$ cat src/rtl/trace_wptr_pkg.sv
package trace_wptr_pkg;
  typedef enum logic [1:0] {
    BEAT_IDLE = 2'd0,
    BEAT_LO   = 2'd1,
    BEAT_HI   = 2'd2
  } beat_e;
endpackage

$ cat src/rtl/trace_wptr_step.sv
// Next pointer value inside the mask-selected wrap window.
module trace_wptr_step #(
  parameter int PW = 9,
  parameter int MW = 4
) (
  input  logic [PW-1:0] ptr_i,
  input  logic [MW-1:0] mask_i,
  output logic [PW-1:0] ptr_next_o,
  output logic [PW-1:0] field_o,
  output logic          wrap_o
);
  logic [PW-1:0] field;
  logic [PW-1:0] inc;

  always_comb begin
    field = '0;
    for (int i = 0; i < PW; i++) begin
      if (i < int'(mask_i)) field[i] = 1'b1;
    end
  end

  assign inc        = ptr_i + 1'b1;
  assign ptr_next_o = (ptr_i & ~field) | (inc & field);
  assign wrap_o     = ((ptr_i & field) == field);
  assign field_o    = field;
endmodule

$ cat src/rtl/trace_wptr_beat.sv
// Two-beat SRAM write sequencer, one packet at a time.
module trace_wptr_beat
  import trace_wptr_pkg::*;
#(
  parameter int AW = 12
) (
  input  logic          clk,
  input  logic          rst_n,
  input  logic          accept_i,
  input  logic [AW-1:0] addr_i,
  output logic          busy_o,
  output logic          mem_valid_o,
  output logic          mem_word_o,
  output logic [AW-1:0] mem_addr_o
);
  beat_e         state_q;
  logic [AW-1:0] addr_q;

  always_ff @(posedge clk) begin
    if (!rst_n) begin
      state_q <= BEAT_IDLE;
      addr_q  <= '0;
    end else begin
      case (state_q)
        BEAT_LO: state_q <= BEAT_HI;
        default: begin
          if (accept_i) begin
            state_q <= BEAT_LO;
            addr_q  <= addr_i;
          end else begin
            state_q <= BEAT_IDLE;
          end
        end
      endcase
    end
  end

  assign busy_o      = (state_q == BEAT_LO);
  assign mem_valid_o = (state_q != BEAT_IDLE);
  assign mem_word_o  = (state_q == BEAT_HI);
  assign mem_addr_o  = addr_q;

  assert_beat_pair_R2: assert property (@(posedge clk) disable iff (!rst_n)
    (mem_valid_o && !mem_word_o) |=> (mem_valid_o && mem_word_o && $stable(mem_addr_o)));

  assert_no_accept_busy_R10: assert property (@(posedge clk) disable iff (!rst_n)
    busy_o |-> !accept_i);
endmodule

$ cat src/rtl/trace_wptr_sysaddr.sv
// Converts the buffer-relative position into a system bus address.
module trace_wptr_sysaddr #(
  parameter int AW = 12
) (
  input  logic [AW-1:0] pos_i,
  input  logic [31:0]   base_i,
  output logic [31:0]   sys_o
);
  localparam int HI = 32 - AW;
  logic [AW-1:0] p;
  logic [AW-1:0] off;

  assign p     = {pos_i[AW-1:3], 3'b000};
  assign off   = p - base_i[AW-1:0];
  assign sys_o = base_i + {{HI{1'b0}}, off};
endmodule

$ cat src/rtl/trace_wptr.sv
module trace_wptr #(
  parameter  int AWIDTH = 12,
  localparam int PW     = AWIDTH - 3,
  localparam int MW     = $clog2(PW + 1)
) (
  input  logic              clk,
  input  logic              rst_n,
  input  logic              pkt_valid,
  output logic              pkt_ready,
  input  logic [MW-1:0]     mask,
  input  logic [31:0]       base,
  input  logic              pos_wr_en,
  input  logic [31:0]       pos_wr_data,
  output logic [31:0]       pos_rd_data,
  output logic              mem_valid,
  output logic              mem_word,
  output logic [AWIDTH-1:0] mem_addr,
  output logic [31:0]       sys_addr
);
  localparam int ZW = 32 - AWIDTH;

  logic [PW-1:0] ptr_q;
  logic          wrap_q;
  logic [PW-1:0] ptr_next;
  logic [PW-1:0] field;
  logic          wrap_step;
  logic          busy;
  logic          accept;

  assign pkt_ready = !busy;
  assign accept    = pkt_valid && pkt_ready;

  trace_wptr_step #(.PW(PW), .MW(MW)) i_step (
    .ptr_i      (ptr_q),
    .mask_i     (mask),
    .ptr_next_o (ptr_next),
    .field_o    (field),
    .wrap_o     (wrap_step)
  );

  always_ff @(posedge clk) begin
    if (!rst_n) begin
      ptr_q  <= '0;
      wrap_q <= 1'b0;
    end else if (pos_wr_en) begin
      ptr_q  <= pos_wr_data[AWIDTH-1:3];
      wrap_q <= pos_wr_data[2];
    end else if (accept) begin
      ptr_q <= ptr_next;
      if (wrap_step) wrap_q <= 1'b1;
    end
  end

  assign pos_rd_data = {{ZW{1'b0}}, ptr_q, wrap_q, 2'b00};

  trace_wptr_beat #(.AW(AWIDTH)) i_beat (
    .clk         (clk),
    .rst_n       (rst_n),
    .accept_i    (accept),
    .addr_i      ({ptr_q, 3'b000}),
    .busy_o      (busy),
    .mem_valid_o (mem_valid),
    .mem_word_o  (mem_word),
    .mem_addr_o  (mem_addr)
  );

  trace_wptr_sysaddr #(.AW(AWIDTH)) i_sys (
    .pos_i  (pos_rd_data[AWIDTH-1:0]),
    .base_i (base),
    .sys_o  (sys_addr)
  );

  assert_sw_wins_R7: assert property (@(posedge clk) disable iff (!rst_n)
    pos_wr_en |=> (ptr_q == $past(pos_wr_data[AWIDTH-1:3]) && wrap_q == $past(pos_wr_data[2])));

  assert_wrap_sticky_R5: assert property (@(posedge clk) disable iff (!rst_n)
    (wrap_q && !pos_wr_en) |=> wrap_q);

  assert_high_hold_R4: assert property (@(posedge clk) disable iff (!rst_n)
    (accept && !pos_wr_en) |=> ((ptr_q & ~$past(field)) == ($past(ptr_q) & ~$past(field))));

  assert_idle_hold_R10: assert property (@(posedge clk) disable iff (!rst_n)
    (!accept && !pos_wr_en) |=> $stable(ptr_q));
endmodule

$ cat config.mk
export PLATFORM = sky130hd
export DESIGN_NAME = trace_wptr
export DESIGN_NICKNAME = d
export VERILOG_FILES = /design/src/rtl/trace_wptr_pkg.sv /design/src/rtl/trace_wptr_step.sv /design/src/rtl/trace_wptr_beat.sv /design/src/rtl/trace_wptr_sysaddr.sv /design/src/rtl/trace_wptr.sv
export SDC_FILE = /design/constraint.sdc
export NUM_CORES = 1
export LEC_CHECK = 0
export BUFFER_PORTS_ARGS = -buffer_cell sky130_fd_sc_hd__buf_4
export CAP_MARGIN = 10
export CORE_MARGIN = 1.5
export CORE_UTILIZATION = 49
export CTS_CLUSTER_DIAMETER = 100
export DETAILED_ROUTE_END_ITERATION = 12
export PLACE_DENSITY = 0.86
export SYNTH_ARGS = -nofsm -noshare
export SYNTH_HDL_FRONTEND = slang
export SYNTH_SLANG_ARGS = --single-unit
export TNS_END_PERCENT = 1
$ cat constraint.sdc
create_clock -name clk -period 8.9 [get_ports clk]
set_clock_uncertainty 0.1 [all_clocks]
set_input_delay 1.78 -clock clk [delete_from_list [all_inputs] [get_ports clk]]
set_output_delay 1.78 -clock clk [all_outputs]
set_load 0.01 [all_outputs]
==> results.json, run 1 <==
{
  "finalSetupViolCount": 0,
  "ctsRootBufferMaster": "clkbuf_8",
  "async_flop_share_pct": 0,
  "min_path_cells": 2,
  "die_area_mm2": 0.00575,
  "grt_pass1_vias": 2337,
  "drv_cap": 0,
  "synth_top_area_cell": "dfxtp_1",
  "grt_max_degree": 20,
  "synth_area_leaders": "dfxtp_1, xnor2_1, ha_1",
  "drt_first_pass_iters": 4,
  "status": "complete, no violations",
  "yosys_warnings": 0,
  "cts_made_buffers": 3,
  "holdCritStartpoint": "i_beat.mem_addr_o[11]",
  "final_core_util_pct": 65.8,
  "antenna_found_initial": 0,
  "cts_htree_levels": 1,
  "via_count": 2715,
  "yosysMostFrequentCell": "nand2_1",
  "wirelength_um": 6680,
  "endpoint_kind": "primary output",
  "synth_cells": 352,
  "finalMaxSlewViolations": 0,
  "r2r_cells": 5,
  "std_cell_rows": 26,
  "die_y_um": 75.8,
  "power.leakage_nw": 1.61,
  "dpl.cell_count": 515,
  "ir_drop_mv": 0.105,
  "cts_sinks": 21,
  "drc_errors": 0,
  "worst-path-max-fanout": 8,
  "grt.total_usage_pct": 22.4,
  "rsz0062_at_grt": "no",
  "synth_common_cells": "nand2_1, nor2_1, xnor2_1",
  "ant_nets": 0,
  "postCtsSetupRepairBufs": 0,
  "ys_seq_area_share_pct": 16.2,
  "grt_remaining_overflow": 0,
  "startpoint": "base[3]",
  "crit_required_ns": 7.02,
  "worstSkewPairLatency_ns": 0.26,
  "p_per_area_mw_per_mm2": 123,
  "finalHoldViolCount": 0,
  "die_x_um": 75.8,
  "area_growth_pct": 29.4,
  "synth-seq-cells": 21,
  "worstMarginPinSlew_ns": 0.512,
  "io_pins": 151,
  "dp_hpwl_um": 5560,
  "gp_congestion": 0.899,
  "path_clk_slew_ns": 0.07,
  "viasPerCell": 5.23,
  "fin_cells": 519,
  "layout-drive-gt1-share_pct": 26.7,
  "synth_flop_cell": "dfxtp_1",
  "start_util_pct": 50.9,
  "min_path_type": "reg2reg",
  "hold_buffers": 0,
  "core_area_mm2": 0.00511,
  "grt_pass1_wl_um": 10200,
  "synth_top_area_share_pct": 16.2,
  "antenna_cells": 0,
  "finalCriticalPeriod_ns": 7.35,
  "critPathKind": "in2out",
  "drt-wirelength-per-cell_um": 12.9,
  "synthesis.area_mm2": 0.00260,
  "fmax_ghz": 0.136,
  "synth_edf_count": 0,
  "finalSetupTns_ns": 0,
  "r2r_start": "i_beat.state_q[1]",
  "ctsResizeCount": 0,
  "cp.arrival_ns": 5.47,
  "clockBufferDepth": 2,
  "synth_cell_types": 57,
  "fillCellCount": 459,
  "slew_headroom_pct": 65.8,
  "io_buffers": 102,
  "startpoint_type": "primary input",
  "synth.avg_cell_area_um2": 7.38,
  "drt_iter0_drc": 86,
  "cts_tree": "built",
  "nets": 545,
  "finalCritPeriodShare_pct": 82.6
}
[path summary, 6_finish.rpt]
path | endpoint | slack, ns
min | i_beat.mem_addr_o[11] | 0.36
min reg2reg | i_beat.mem_addr_o[11] | 0.36
max reg2reg | wrap_q | 7.01
max | sys_addr[26] | 1.55
[stage by stage]
stage | hold slack, ns | instance area [µm²] | total power, mW | setup WS, ns
after global routing | 0.383 | 3360 | 0.445 | 1.27
final | 0.355 | 3360 | 0.413 | 1.55
after global placement | 0.346 | 3320 | 0.349 | 1.61
after detailed placement | 0.348 | 3320 | 0.353 | 1.61
after CTS | 0.359 | 3360 | 0.416 | 1.55
after floorplan | 0.381 | 2690 | 0.264 | 2.18
[critical path, stage by stage]
cell,delay (ns)
buf_4,0.09
inv_1,0.04
ha_1,0.30
nor2b_2,0.17
a31o_1,0.23
a31o_1,0.24
and4_4,0.20
a2111oi_4,0.41
xnor2_1,0.12
ha_1,0.39
nand2_1,0.11
nor3_1,0.30
o41ai_2,0.16
a21oi_1,0.22
a21oi_2,0.12
nor3_1,0.24
xor2_1,0.22
buf_4,0.15
[metal layers]
layer / vias up / wire, µm / share of wire (%) / global-route usage (%)
met2: 113 / 3500 / 52 / 43.0
li1: 1359 / - / - / -
met3: 8 / 519 / 7.8 / 3.04
met4: 0 / 55 / 0.82 / 3.57
met1: 1235 / 2610 / 39 / 26.5
met5: - / 0 / 0 / 0
[placed cells by master (no fill, tap or decap), types with 3 or more instances in the layout]
| master | n |
|---|---|
| nor2_1 | 37 |
| or3_1 | 3 |
| nor3_1 | 9 |
| clkbuf_8 | 3 |
| inv_1 | 16 |
| and3_1 | 3 |
| dfxtp_1 | 21 |
| ha_1 | 23 |
| nand4_1 | 5 |
| conb_1 | 26 |
| a21oi_1 | 32 |
| nand3_1 | 12 |
| mux2i_1 | 3 |
| buf_4 | 102 |
| nand2b_1 | 6 |
| xnor2_1 | 34 |
| nand2_1 | 41 |
| and2_1 | 3 |
| o21ai_0 | 5 |
| a21o_1 | 4 |
| xor2_1 | 16 |
[final cells by class]
type                    count  area [µm²]  area share [%]
clock buffers               3        41.3            1.23
clock inverters             1        5.00           0.149
inverters                  17        63.8            1.90
multi-input cells         305        1980            58.8
flip-flops and latches     21         420            12.5
well taps                  70        87.6            2.61
repair buffers            102         766            22.8
[kinds of logic after synthesis]
kind of cell / share of synthesized area, %
multiplexers: 1.59
flip-flops: 16.2
other: 0.144
XOR/XNOR: 16.9
adder cells (fa/ha/maj): 11.1
AND/OR/NAND/NOR: 24.5
AO/OA/AOI/OAI: 18.4
buffers and inverters: 11.3
[power breakdown]
| group | switching [mW] | internal (mW) | leakage, nW |
|---|---|---|---|
| Clock | 0.0310 | 0.0312 | 0.0255 |
| Sequential | 0.00650 | 0.0985 | 0.172 |
| Combinational | 0.125 | 0.120 | 1.41 |
| Total | 0.163 | 0.250 | 1.61 |
(Power assumes the default switching activity.)
==> run 2: changes to the inputs <==
--- a/config.mk
+++ b/config.mk
@@ -8,10 +8,10 @@
 export BUFFER_PORTS_ARGS = -buffer_cell sky130_fd_sc_hd__buf_4
 export CAP_MARGIN = 10
 export CORE_MARGIN = 1.5
-export CORE_UTILIZATION = 49
+export CORE_UTILIZATION = 41
 export CTS_CLUSTER_DIAMETER = 100
 export DETAILED_ROUTE_END_ITERATION = 12
-export PLACE_DENSITY = 0.86
+export PLACE_DENSITY = 0.77
 export SYNTH_ARGS = -nofsm -noshare
 export SYNTH_HDL_FRONTEND = slang
 export SYNTH_SLANG_ARGS = --single-unit
==> constraint.sdc (replaced) <==
create_clock -name clk -period 6.2 [get_ports clk]
set_clock_uncertainty 0.1 [all_clocks]
set_input_delay 1.24 -clock clk [delete_from_list [all_inputs] [get_ports clk]]
set_output_delay 1.24 -clock clk [all_outputs]
set_load 0.01 [all_outputs]
==> results.json, run 2 (same netlist as run 1, synthesis figures left out) <==
{
  "drt-wirelength-per-cell_um": 12.7,
  "crit_cells": 18,
  "sw_frac_of_total_pct": 39.5,
  "r2r_start": "i_beat.state_q[1]",
  "clockBufferDepth": 2,
  "io_pins": 151,
  "grt_pass1_vias": 2421,
  "dp_slack_ns": 0.105,
  "grt_pass1_wl_um": 10300,
  "wirelength_um": 6680,
  "combPwrFrac_pct": 60.0,
  "viasPerCell": 5.13,
  "slew_headroom_pct": 64.6,
  "ant_nets": 0,
  "worstPathCellList": "buf_4, inv_1, ha_1, nor2b_2, a31o_1, a31o_1, and4_4, a2111oi_4, xnor2_1, ha_1, buf_4, a31oi_1, nand3_1, a21boi_2, o21ba_2, nand2b_1, xnor2_1, buf_4",
  "fmax_ghz": 0.165,
  "r2r_end": "wrap_q",
  "startpoint_type": "primary input",
  "status": "complete, no violations",
  "nets": 547,
  "p_per_area_mw_per_mm2": 177,
  "area_growth_pct": 30.9,
  "seqPwrFrac_pct": 25.1,
  "r2r_cells": 5,
  "antenna_found_initial": 0,
  "ir_drop_mv": 0.169,
  "rsz0062_at_grt": "yes",
  "cts_sinks": 21,
  "worst_path_max_delay_cell": "a2111oi_4",
  "die_x_um": 82.6,
  "grt.total_usage_pct": 18.6,
  "p_int_uw": 363,
  "finalCriticalPeriod_ns": 6.04,
  "fin_total_pwr_uw": 600,
  "drt_iter0_drc": 107,
  "power.leakage_nw": 1.62,
  "die_area_mm2": 0.00682,
  "grt_remaining_overflow": 0,
  "cpMostUsedCell": "buf_4",
  "antenna_cells": 0,
  "fillCellCount": 589,
  "finalCritPeriodShare_pct": 97.5,
  "cts_made_buffers": 3,
  "drt_first_pass_iters": 4,
  "finalSetupViolCount": 0,
  "cp-endpoint": "sys_addr[13]",
  "crit_required_ns": 4.86,
  "drc_errors": 0,
  "finalHoldViolCount": 0,
  "core_area_mm2": 0.00603,
  "via_count": 2696,
  "cp.arrival_ns": 4.70,
  "io_buffers": 102,
  "worstMarginPinSlew_ns": 0.527,
  "layout-drive-gt1-share_pct": 27.3,
  "drv_cap": 0,
  "critPathBufInv": 4,
  "dp_hpwl_um": 5460,
  "die_y_um": 82.6,
  "critPathKind": "in2out",
  "finalMaxSlewViolations": 0,
  "cts_tree": "built",
  "std_cell_rows": 28,
  "hold_buffers": 0,
  "final_cell_mix": "buf_4, nand2_1, nor2_1, xnor2_1, a21oi_1",
  "reg2reg_slack_ns": 4.29,
  "worstSkewPairLatency_ns": 0.26,
  "start_util_pct": 43.1,
  "startpoint": "base[3]",
  "min_path_type": "reg2reg",
  "layout_commonest_cell": "buf_4",
  "path_clk_slew_ns": 0.07,
  "cp_top_family": "compound AO/OA/AOI/OAI gates",
  "grt_max_degree": 20,
  "slowest_delay_ns": 0.39,
  "power.share.clock_pct": 15.0,
  "p_switching_uw": 237,
  "setup_slack_ns": 0.157,
  "cts_htree_levels": 1,
  "ctsRootBufferMaster": "clkbuf_8",
  "gp_congestion": 0.873,
  "endpoint_kind": "primary output",
  "worst-path-max-fanout": 3
}
[run 2: worst min-delay path by stage]
stage / cells past startpoint / start / slack [ns] / endpoint
after floorplan: 2 / i_beat.mem_addr_o[10] / 0.38 / i_beat.mem_addr_o[10]
after global placement: 2 / i_beat.mem_addr_o[3] / 0.34 / i_beat.mem_addr_o[3]
after detailed placement: 2 / i_beat.mem_addr_o[5] / 0.35 / i_beat.mem_addr_o[5]
after CTS: 2 / i_beat.mem_addr_o[5] / 0.36 / i_beat.mem_addr_o[5]
after global routing: 2 / i_beat.mem_addr_o[5] / 0.38 / i_beat.mem_addr_o[5]
final: 2 / i_beat.mem_addr_o[5] / 0.36 / i_beat.mem_addr_o[5]
[run 2: area by class of cell]
type | instances | area (µm²) | area share, %
Multi-Input combinational cell | 305 | 2000 | 58.7
Sequential cell | 21 | 420 | 12.4
Tap cell | 75 | 93.8 | 2.76
Timing Repair Buffer | 104 | 781 | 23.0
Clock buffer | 4 | 45.0 | 1.32
Inverter | 17 | 63.8 | 1.88
[run 2: worst reg2reg max path, cell delays in order, from the launching register on]
cell and delay (ns):
dfxtp_1 0.34, nand2b_1 0.16, nand2_1 0.34, or4_1 0.63, nor2_1 0.14, o311a_1 0.15
[run 2: power groups by stage]
stage	registers (mW)	clock network (mW)	logic [mW]
2_1_floorplan	0.154	0	0.225
3_3_place_gp	0.154	0	0.349
3_5_place_dp	0.154	0	0.353
4_1_cts	0.151	0.0921	0.354
5_1_grt	0.152	0.0963	0.397
6_report	0.151	0.0898	0.360
[run 2: timing repair]
action	4_1_cts	5_1_grt
setup endpoints to repair	0	16
resized for setup	0	3
buffers inserted	0	2
[run 2: per-stage QoR]
| stage | hold slack, ns | setup TNS (ns) | utilization (%) | cells | cell area (µm²) |
|---|---|---|---|---|---|
| global route | 0.376 | -0.0790 | 56.4 | 526 | 3400 |
| finish | 0.359 | 0 | 56.4 | 526 | 3400 |
| detailed placement | 0.348 | 0 | 55.1 | 520 | 3320 |
| CTS | 0.359 | 0 | 55.9 | 524 | 3370 |
| floorplan | 0.381 | 0 | - | 377 | 2690 |
| global placement | 0.344 | 0 | 55.1 | 520 | 3320 |
[run 2: metal layers]
| layer | vias to the layer above | GRT usage [%] | part of all wire (%) |
|---|---|---|---|
| li1 | 1358 | - | - |
| met1 | 1233 | 22.3 | 41 |
| met2 | 103 | 35.8 | 51 |
| met3 | 2 | 2.97 | 7.5 |
| met4 | 0 | 1.50 | 0.090 |
| met5 | - | 0 | 0 |
